**src/rtl/spf_pkg.sv**
```systemverilog
package spf_pkg;
  typedef enum logic [1:0] {ST_CMD, ST_HDR, ST_DATA, ST_SKIP} spf_state_e;
  typedef enum logic [2:0] {SRC_MEM, SRC_STAT, SRC_JID, SRC_RID, SRC_SIG} spf_src_e;

  localparam logic [7:0] OP_READ  = 8'h03;
  localparam logic [7:0] OP_FREAD = 8'h0B;
  localparam logic [7:0] OP_DREAD = 8'h3B;
  localparam logic [7:0] OP_JID   = 8'h9F;
  localparam logic [7:0] OP_RID   = 8'h90;
  localparam logic [7:0] OP_STAT  = 8'h05;
  localparam logic [7:0] OP_SLEEP = 8'hB9;
  localparam logic [7:0] OP_WAKE  = 8'hAB;

  localparam logic [7:0] ID_MFR  = 8'h8C;
  localparam logic [7:0] ID_TYPE = 8'h30;
  localparam logic [7:0] ID_JDEV = 8'h13;
  localparam logic [7:0] ID_DEV  = 8'h12;
endpackage

```
**src/rtl/spf_edge.sv**
```systemverilog
module spf_edge (
  input  logic clk,
  input  logic rst_n,
  input  logic sck,
  input  logic cs_n,
  input  logic hold_n,
  output logic rise,
  output logic fall,
  output logic cs_end
);
  logic sck_q, cs_q;

  always_ff @(posedge clk or negedge rst_n) begin
    if (!rst_n) begin
      sck_q <= 1'b0;
      cs_q  <= 1'b1;
    end else begin
      sck_q <= sck;
      cs_q  <= cs_n;
    end
  end

  assign rise   = sck & ~sck_q & ~cs_n & hold_n;
  assign fall   = ~sck & sck_q & ~cs_n & hold_n;
  assign cs_end = cs_n & ~cs_q;
endmodule

```
**src/rtl/spf_tx.sv**
```systemverilog
module spf_tx (
  input  logic       clk,
  input  logic       rst_n,
  input  logic       clr,
  input  logic       load,
  input  logic [7:0] load_byte,
  input  logic       shift,
  input  logic       dual,
  output logic [1:0] bits,
  output logic       last
);
  logic [7:0] sr_q;
  logic [2:0] cnt_q;

  always_ff @(posedge clk or negedge rst_n) begin
    if (!rst_n) begin
      sr_q  <= '0;
      cnt_q <= '0;
      bits  <= '0;
    end else if (clr) begin
      cnt_q <= '0;
      bits  <= '0;
    end else if (load) begin
      sr_q  <= load_byte;
      cnt_q <= '0;
    end else if (shift) begin
      if (dual) begin
        bits  <= sr_q[7:6];
        sr_q  <= {sr_q[5:0], 2'b00};
        cnt_q <= cnt_q + 3'd2;
      end else begin
        bits  <= {sr_q[7], 1'b0};
        sr_q  <= {sr_q[6:0], 1'b0};
        cnt_q <= cnt_q + 3'd1;
      end
    end
  end

  assign last = dual ? (cnt_q == 3'd6) : (cnt_q == 3'd7);

  // Dual lanes always move in bit pairs
  assert_dual_pairs_R4: assert property (@(posedge clk) disable iff (!rst_n)
    (dual && !clr) |-> !cnt_q[0]);
endmodule

```
**src/rtl/spf_front.sv**
```systemverilog
module spf_front #(
  parameter int MEM_AW      = 10,
  parameter int WAKE_CYCLES = 64,
  localparam int WAKE_W     = $clog2(WAKE_CYCLES + 1)
) (
  input  logic              clk,
  input  logic              rst_n,
  input  logic              sck,
  input  logic              cs_n,
  input  logic              hold_n,
  input  logic              si,
  output logic [1:0]        io_out,
  output logic [1:0]        io_oe,
  output logic              mem_req,
  output logic [MEM_AW-1:0] mem_addr,
  input  logic [7:0]        mem_rdata,
  output logic              stat_req,
  input  logic [7:0]        stat_rdata,
  output logic              power_down
);
  import spf_pkg::*;

  logic rst_r1, rst_s;
  always_ff @(posedge clk or negedge rst_n) begin
    if (!rst_n) begin
      rst_r1 <= 1'b0;
      rst_s  <= 1'b0;
    end else begin
      rst_r1 <= 1'b1;
      rst_s  <= rst_r1;
    end
  end

  logic rise, fall, cs_end, tx_last;
  spf_edge u_edge (.clk(clk), .rst_n(rst_s), .sck(sck), .cs_n(cs_n), .hold_n(hold_n),
                   .rise(rise), .fall(fall), .cs_end(cs_end));

  spf_state_e        state_q, state_n;
  spf_src_e          src_q, src_n;
  logic [5:0]        cnt_q, cnt_n, hdr_len_q, hdr_len_n;
  logic [6:0]        cmd_q, cmd_n;
  logic [MEM_AW-1:0] addr_q, addr_n, ptr_q, ptr_n;
  logic [1:0]        idx_q, idx_n;
  logic [7:0]        byte_q, byte_n, op;
  logic              dual_q, dual_n, load_q, fetch;
  logic              dpd_q, dpd_n, enter_q, enter_n, arm_q, arm_n, wake_q, wake_n;
  logic [WAKE_W-1:0] wcnt_q, wcnt_n;

  assign op = {cmd_q, si};

  always_comb begin
    state_n = state_q;  src_n  = src_q;  cnt_n  = cnt_q;  hdr_len_n = hdr_len_q;
    cmd_n   = cmd_q;    addr_n = addr_q; ptr_n  = ptr_q;  idx_n     = idx_q;
    byte_n  = byte_q;   dual_n = dual_q; fetch  = 1'b0;
    dpd_n   = dpd_q;    enter_n = enter_q; arm_n = arm_q; wake_n = wake_q; wcnt_n = wcnt_q;
    mem_req = 1'b0;     stat_req = 1'b0; mem_addr = ptr_q;

    if (cs_n) begin
      state_n = ST_CMD;
      cnt_n   = '0;
    end else begin
      case (state_q)
        ST_CMD: if (rise) begin
          cmd_n = op[6:0];
          cnt_n = cnt_q + 6'd1;
          if (cnt_q == 6'd7) begin
            cnt_n = '0;  dual_n = 1'b0;  hdr_len_n = 6'd24;  state_n = ST_HDR;
            if (dpd_q && op != OP_WAKE) state_n = ST_SKIP;
            else begin
              case (op)
                OP_READ:  src_n = SRC_MEM;
                OP_FREAD: begin src_n = SRC_MEM; hdr_len_n = 6'd32; end
                OP_DREAD: begin src_n = SRC_MEM; hdr_len_n = 6'd32; dual_n = 1'b1; end
                OP_RID:   src_n = SRC_RID;
                OP_WAKE:  begin src_n = SRC_SIG; arm_n = 1'b1; end
                OP_JID:   begin src_n = SRC_JID; idx_n = '0; state_n = ST_DATA; fetch = 1'b1; end
                OP_STAT:  begin src_n = SRC_STAT; state_n = ST_DATA; fetch = 1'b1; end
                OP_SLEEP: begin enter_n = 1'b1; state_n = ST_SKIP; end
                default:  state_n = ST_SKIP;
              endcase
            end
          end
        end
        ST_HDR: if (rise) begin
          cnt_n = cnt_q + 6'd1;
          if (cnt_q < 6'd24) addr_n = {addr_q[MEM_AW-2:0], si};
          if (cnt_q == hdr_len_q - 6'd1) begin
            state_n = ST_DATA;
            fetch   = 1'b1;
            ptr_n   = addr_n;
            idx_n   = '0;
          end
        end
        ST_DATA: if (fall && tx_last) fetch = 1'b1;
        default: ;
      endcase
    end

    if (fetch) begin
      case (src_n)
        SRC_MEM:  begin mem_req = 1'b1; mem_addr = ptr_n; ptr_n = ptr_n + 1'b1; end
        SRC_STAT: begin stat_req = 1'b1; byte_n = stat_rdata; end
        SRC_JID:  begin
          byte_n = (idx_n == 2'd0) ? ID_MFR : (idx_n == 2'd1) ? ID_TYPE : ID_JDEV;
          idx_n  = (idx_n == 2'd2) ? 2'd0 : idx_n + 2'd1;
        end
        SRC_RID:  begin byte_n = ptr_n[0] ? ID_DEV : ID_MFR; ptr_n = ptr_n + 1'b1; end
        default:  byte_n = ID_DEV;
      endcase
    end

    if (wake_q) begin
      wcnt_n = wcnt_q + 1'b1;
      if (wcnt_q == WAKE_W'(WAKE_CYCLES - 1)) begin
        dpd_n  = 1'b0;
        wake_n = 1'b0;
      end
    end
    if (cs_end) begin
      if (enter_q) dpd_n = 1'b1;
      if (arm_q && dpd_q) begin
        wake_n = 1'b1;
        wcnt_n = '0;
      end
      enter_n = 1'b0;
      arm_n   = 1'b0;
    end
  end

  always_ff @(posedge clk or negedge rst_s) begin
    if (!rst_s) begin
      state_q <= ST_CMD;  src_q  <= SRC_MEM; cnt_q  <= '0; hdr_len_q <= 6'd24;
      cmd_q   <= '0;      addr_q <= '0;      ptr_q  <= '0; idx_q     <= '0;
      byte_q  <= '0;      dual_q <= 1'b0;    load_q <= 1'b0;
      dpd_q   <= 1'b0;    enter_q <= 1'b0;   arm_q  <= 1'b0; wake_q <= 1'b0; wcnt_q <= '0;
    end else begin
      state_q <= state_n; src_q  <= src_n;   cnt_q  <= cnt_n; hdr_len_q <= hdr_len_n;
      cmd_q   <= cmd_n;   addr_q <= addr_n;  ptr_q  <= ptr_n; idx_q     <= idx_n;
      byte_q  <= byte_n;  dual_q <= dual_n;  load_q <= fetch;
      dpd_q   <= dpd_n;   enter_q <= enter_n; arm_q <= arm_n; wake_q <= wake_n; wcnt_q <= wcnt_n;
    end
  end

  spf_tx u_tx (.clk(clk), .rst_n(rst_s), .clr(cs_n), .load(load_q),
               .load_byte((src_q == SRC_MEM) ? mem_rdata : byte_q),
               .shift(fall && state_q == ST_DATA), .dual(dual_q),
               .bits(io_out), .last(tx_last));

  assign io_oe[1]   = (state_q == ST_DATA) && !cs_n && hold_n;
  assign io_oe[0]   = io_oe[1] && dual_q;
  assign power_down = dpd_q;

  // Sleep blocks array traffic
  assert_sleep_no_mem_R8: assert property (@(posedge clk) disable iff (!rst_s)
    dpd_q |-> !mem_req);
  // Sleep is entered only on a select rise
  assert_sleep_on_cs_R8: assert property (@(posedge clk) disable iff (!rst_s)
    $rose(dpd_q) |-> $past(cs_n));
  // Select high returns the decoder to the opcode phase
  assert_cs_idle_R11: assert property (@(posedge clk) disable iff (!rst_s)
    $past(cs_n) |-> state_q == ST_CMD);
  // At most one byte source is asked per clock
  assert_one_req_R7: assert property (@(posedge clk) disable iff (!rst_s)
    $onehot0({mem_req, stat_req}));
  // A paused bus holds its output bits
  assert_hold_frozen_R10: assert property (@(posedge clk) disable iff (!rst_s)
    (!hold_n && !cs_n) |=> $stable(io_out));
endmodule

```
**config.mk**
```make
export PLATFORM = sky130hd
export DESIGN_NAME = spf_front
export DESIGN_NICKNAME = d
export VERILOG_FILES = /design/src/rtl/spf_pkg.sv /design/src/rtl/spf_edge.sv /design/src/rtl/spf_tx.sv /design/src/rtl/spf_front.sv
export SDC_FILE = /design/constraint.sdc
export NUM_CORES = 1
export LEC_CHECK = 0
export BUFFER_PORTS_ARGS = -buffer_cell sky130_fd_sc_hd__buf_2
export CAP_MARGIN = 30
export CORE_MARGIN = 8
export CORE_UTILIZATION = 45
export CTS_CLUSTER_SIZE = 10
export DETAILED_ROUTE_END_ITERATION = 10
export HOLD_SLACK_MARGIN = 0.15
export PLACE_DENSITY_LB_ADDON = 0.15
export REMOVE_ABC_BUFFERS = 1
export SLEW_MARGIN = 5
export SYNTH_ARGS = -nofsm -noshare
export SYNTH_HDL_FRONTEND = slang
export SYNTH_SLANG_ARGS = --single-unit
export TNS_END_PERCENT = 5
```
**constraint.sdc**
```tcl
create_clock -name clk -period 5.95 [get_ports clk]
set_input_delay 1.19 -clock clk [delete_from_list [all_inputs] [get_ports clk]]
set_output_delay 1.19 -clock clk [all_outputs]
set_load 0.02 [all_outputs]
```
==> results by group <==
Final layout
  – Fin cells: 630
  – Commonest non-fill, non-tap cells in the layout: dfrtp_1 (77), nand2_1 (39), nor2_1 (38), buf_2 (38), o21ai_0 (31)
  – Register area: 0.00201 mm^2
  – Multi-input combinational cell area: 0.00248 mm^2
  – Share of post-route cells with drive strength above 1: 23.3%
  – Fillers: 927
  – Layout area overhead: 11.6%
  – Fin nets: 516
  – Commonest non-fill, non-tap cell in the layout: dfrtp_1
  – Ant. Diodes: 0

STA
  – Fmax: 196 MHz
  – Fin. Hold Viols: 0
  – Worst slew pin tran: 764 ps
  – RSZ-0062 raised after global routing: false
  – Final period util: 85.8%
  – Rel. slew slack: 48.9%
  – Max Slew Vio Count: 0
  – Setup Total Neg Slack: 0 ps
  – Final clock skew: 11.0 ps
  – Post-layout minimum cycle time: 5100 ps
  – Number of setup violations in the final report: 0

Synthesis
  – Avg Cell Area, Syn: 10.2 um^2
  – Most used DFF post-synth: dfrtp_1
  – YS warnings: 0
  – #FFs+latches synth: 80
  – Fraction of registers with async set/reset: 100%
  – Mapped Area: 0.00463 mm^2
  – Number of synthesized flops with an enable pin: 0
  – Register area share after synthesis: 43.3%
  – Cells after synthesis: 456
  – Post-synth cell types: 75

Route
  – Wire length per cell: 16.1 um
  – DRT antenna net count: 0
  – Initial DRT Pass Iterations: 4
  – 1st-iter DRT viols: 254
  – Via density per instance: 5.53
  – Vias: 3486
  – # DRC: 0
  – Total wire length: 10100 um

Power and ir drop
  – Pwr Density: 233 mW/mm^2
  – Peak VDD IR: 97.9 uV
  – Static leakage: 2.34 nW

Die
  – I/O pins: 39
  – Core Footprint: 0.0101 mm^2
  – Starting Density: 45.7%
  – Row count: 37
  – Die X: 117 um
  – Die height: 117 um
  – Die area: 0.0138 mm^2

Global route
  – GRT met1 Usage: 21.6%
  – Global routing met2 resource utilization: 23.0%
  – Grt met3 use: 3.26%
  – Tot GR Track Use: 15.3%
  – Initial antenna violation count: 0
  – First-pass GRT wire length: 17700 um
  – Vias in the first global route: 3535
  – Largest net degree at the start of global routing: 43
  – Grt ovf: 0
  – Top Usage Layer GRT: met2

Setup path
  – Setup slack, reg-to-reg: 2600 ps
  – CP endpoint kind: primary output
  – CP startpoint: cs_n
  – Worst Setup Path Type: in2out
  – WP data arrival: 3910 ps
  – Crit Path Max Fanout: 19
  – Critical Path RT: 4760 ps
  – CP Launch Type: primary input
  – Worst r2r dst: byte_q[4]
  – Reg2reg start: cmd_q[3]
  – Worst R2R Path Depth: 7

Placed design
  – I/O Buffers: 38
  – DP Wirelength: 7340 um
  – Placer Congestion: 0.849
  – DP Cell Count: 613

Clock network
  – Clk Tree Root Cell: clkbuf_8
  – Hold_buf cts: 0
  – CTS buffer count: 9
  – Max H-tree Level: 3
  – Clock Pin Slew Worst Setup and Hold Paths: 80 ps
  – CTS tree: built
  – CTS sink count: 80
  – # Post-CTS Setup Buffers: 0
  – Clk buf depth: 2
  – Clock network latency to the later pin of the worst-skew pair: 350 ps
  – # resized after CTS: 0

Worst hold path
  – Worst Hold Class: reg2async

Job
  – Max_cap viols: 0

Run status
  – Status: completed
-- worst max-delay path, stage by stage --
cell      delay, ps
buf_2           200
nor4bb_1        390
nand2b_1        210
nor3_1          500
a31oi_4         230
or3b_4          560
nor2_1          130
mux2_2          330
buf_2           160
-- layout make-up --
class	instances	share of cell area [%]
repair buffers	44	4.75
clock inverters	3	1.26
multi-input cells	344	48.0
flip-flops and latches	80	38.9
inverters	10	0.726
well taps	136	3.29
clock buffers	13	3.08
-- per-layer routing --
layer / vias up / part of all wire, %
li1: 1728 / -
met1: 1693 / 50
met3: 7 / 3.2
met5: - / 0
met4: 0 / 0.84
met2: 58 / 46
-- synthesized netlist by cell type (2+ instances only) --
master / instances / area, um^2
a21boi_0: 2 / 15.0
a21oi_1: 19 / 95.1
a22o_1: 3 / 26.3
a22oi_1: 3 / 22.5
a31oi_1: 2 / 12.5
a32oi_1: 2 / 17.5
and2_1: 6 / 37.5
and3_1: 3 / 18.8
buf_2: 5 / 25.0
buf_6: 2 / 22.5
clkbuf_1: 14 / 52.6
dfrtp_1: 78 / 1950
dfstp_2: 2 / 52.6
ha_1: 5 / 62.6
inv_1: 10 / 37.5
mux2_2: 29 / 327
mux2_4: 7 / 105
mux2i_1: 20 / 200
nand2_1: 39 / 146
nand2b_1: 5 / 31.3
nand3_1: 14 / 70.1
nand3b_1: 2 / 15.0
nand4_1: 7 / 43.8
nand4b_1: 3 / 26.3
nand4bb_1: 3 / 33.8
nor2_1: 38 / 143
nor2b_1: 7 / 43.8
nor3_1: 14 / 70.1
nor3b_1: 4 / 30.0
nor4bb_1: 5 / 50.1
o2111ai_1: 2 / 17.5
o21a_1: 2 / 15.0
o21ai_0: 31 / 155
o21ai_1: 3 / 15.0
o22ai_1: 3 / 18.8
or2_2: 4 / 25.0
or3_1: 3 / 18.8
or4bb_1: 3 / 33.8
xnor2_1: 10 / 87.6
xor2_1: 7 / 61.3
-- power breakdown --
group	switching [W]	total [W]	leakage [nW]	internal [W]
Clock	0.000191	0.000450	0.114	0.000259
Sequential	0.0000462	0.000609	1.05	0.000562
Combinational	0.0000726	0.000147	1.17	0.0000746
Total	0.000310	0.00121	2.34	0.000896
-- metrics by stage --
step	hold slack, ps	cell area [um^2]	util [%]	setup slack, ps	power, W
4_1_cts	325	5160	50.9	829	0.00122
6_report	299	5170	51.0	846	0.00121
5_1_grt	359	5170	51.0	569	0.00127
2_1_floorplan	331	4520	-	410	0.000716
3_3_place_gp	337	4920	48.5	940	0.000758
3_5_place_dp	318	4940	48.7	847	0.000766
-- cell families after synthesis --
family	after synthesis	share of synthesized area (%)
adders and majority gates	5	1.35
other	1	0.0810
and+or+nand+nor	171	20.6
xor gates and xnor gates	18	3.70
muxes	57	13.9
AOI/OAI and AO/OA	92	13.9
buffers and inverters	32	3.13
DFF	80	43.3
-- flip-flops by register name, summed over array words and instances (netlist names), 3 cells and up --
register	flops
src_q	3
cmd_q	7
wcnt_q	7
cnt_q	6
u_tx.cnt_q	3
byte_q	8
addr_q	10
u_tx.sr_q	8
ptr_q	10
-- how the worst max path moves through the flow --
stage / endpoint / depth (start not counted)
global route: mem_addr[5] / 9
detailed placement: mem_addr[5] / 9
CTS: mem_addr[5] / 9
floorplan: stat_req / 5
finish: mem_addr[5] / 9
global placement: mem_addr[5] / 9
Power figures use the tool's default switching activity.
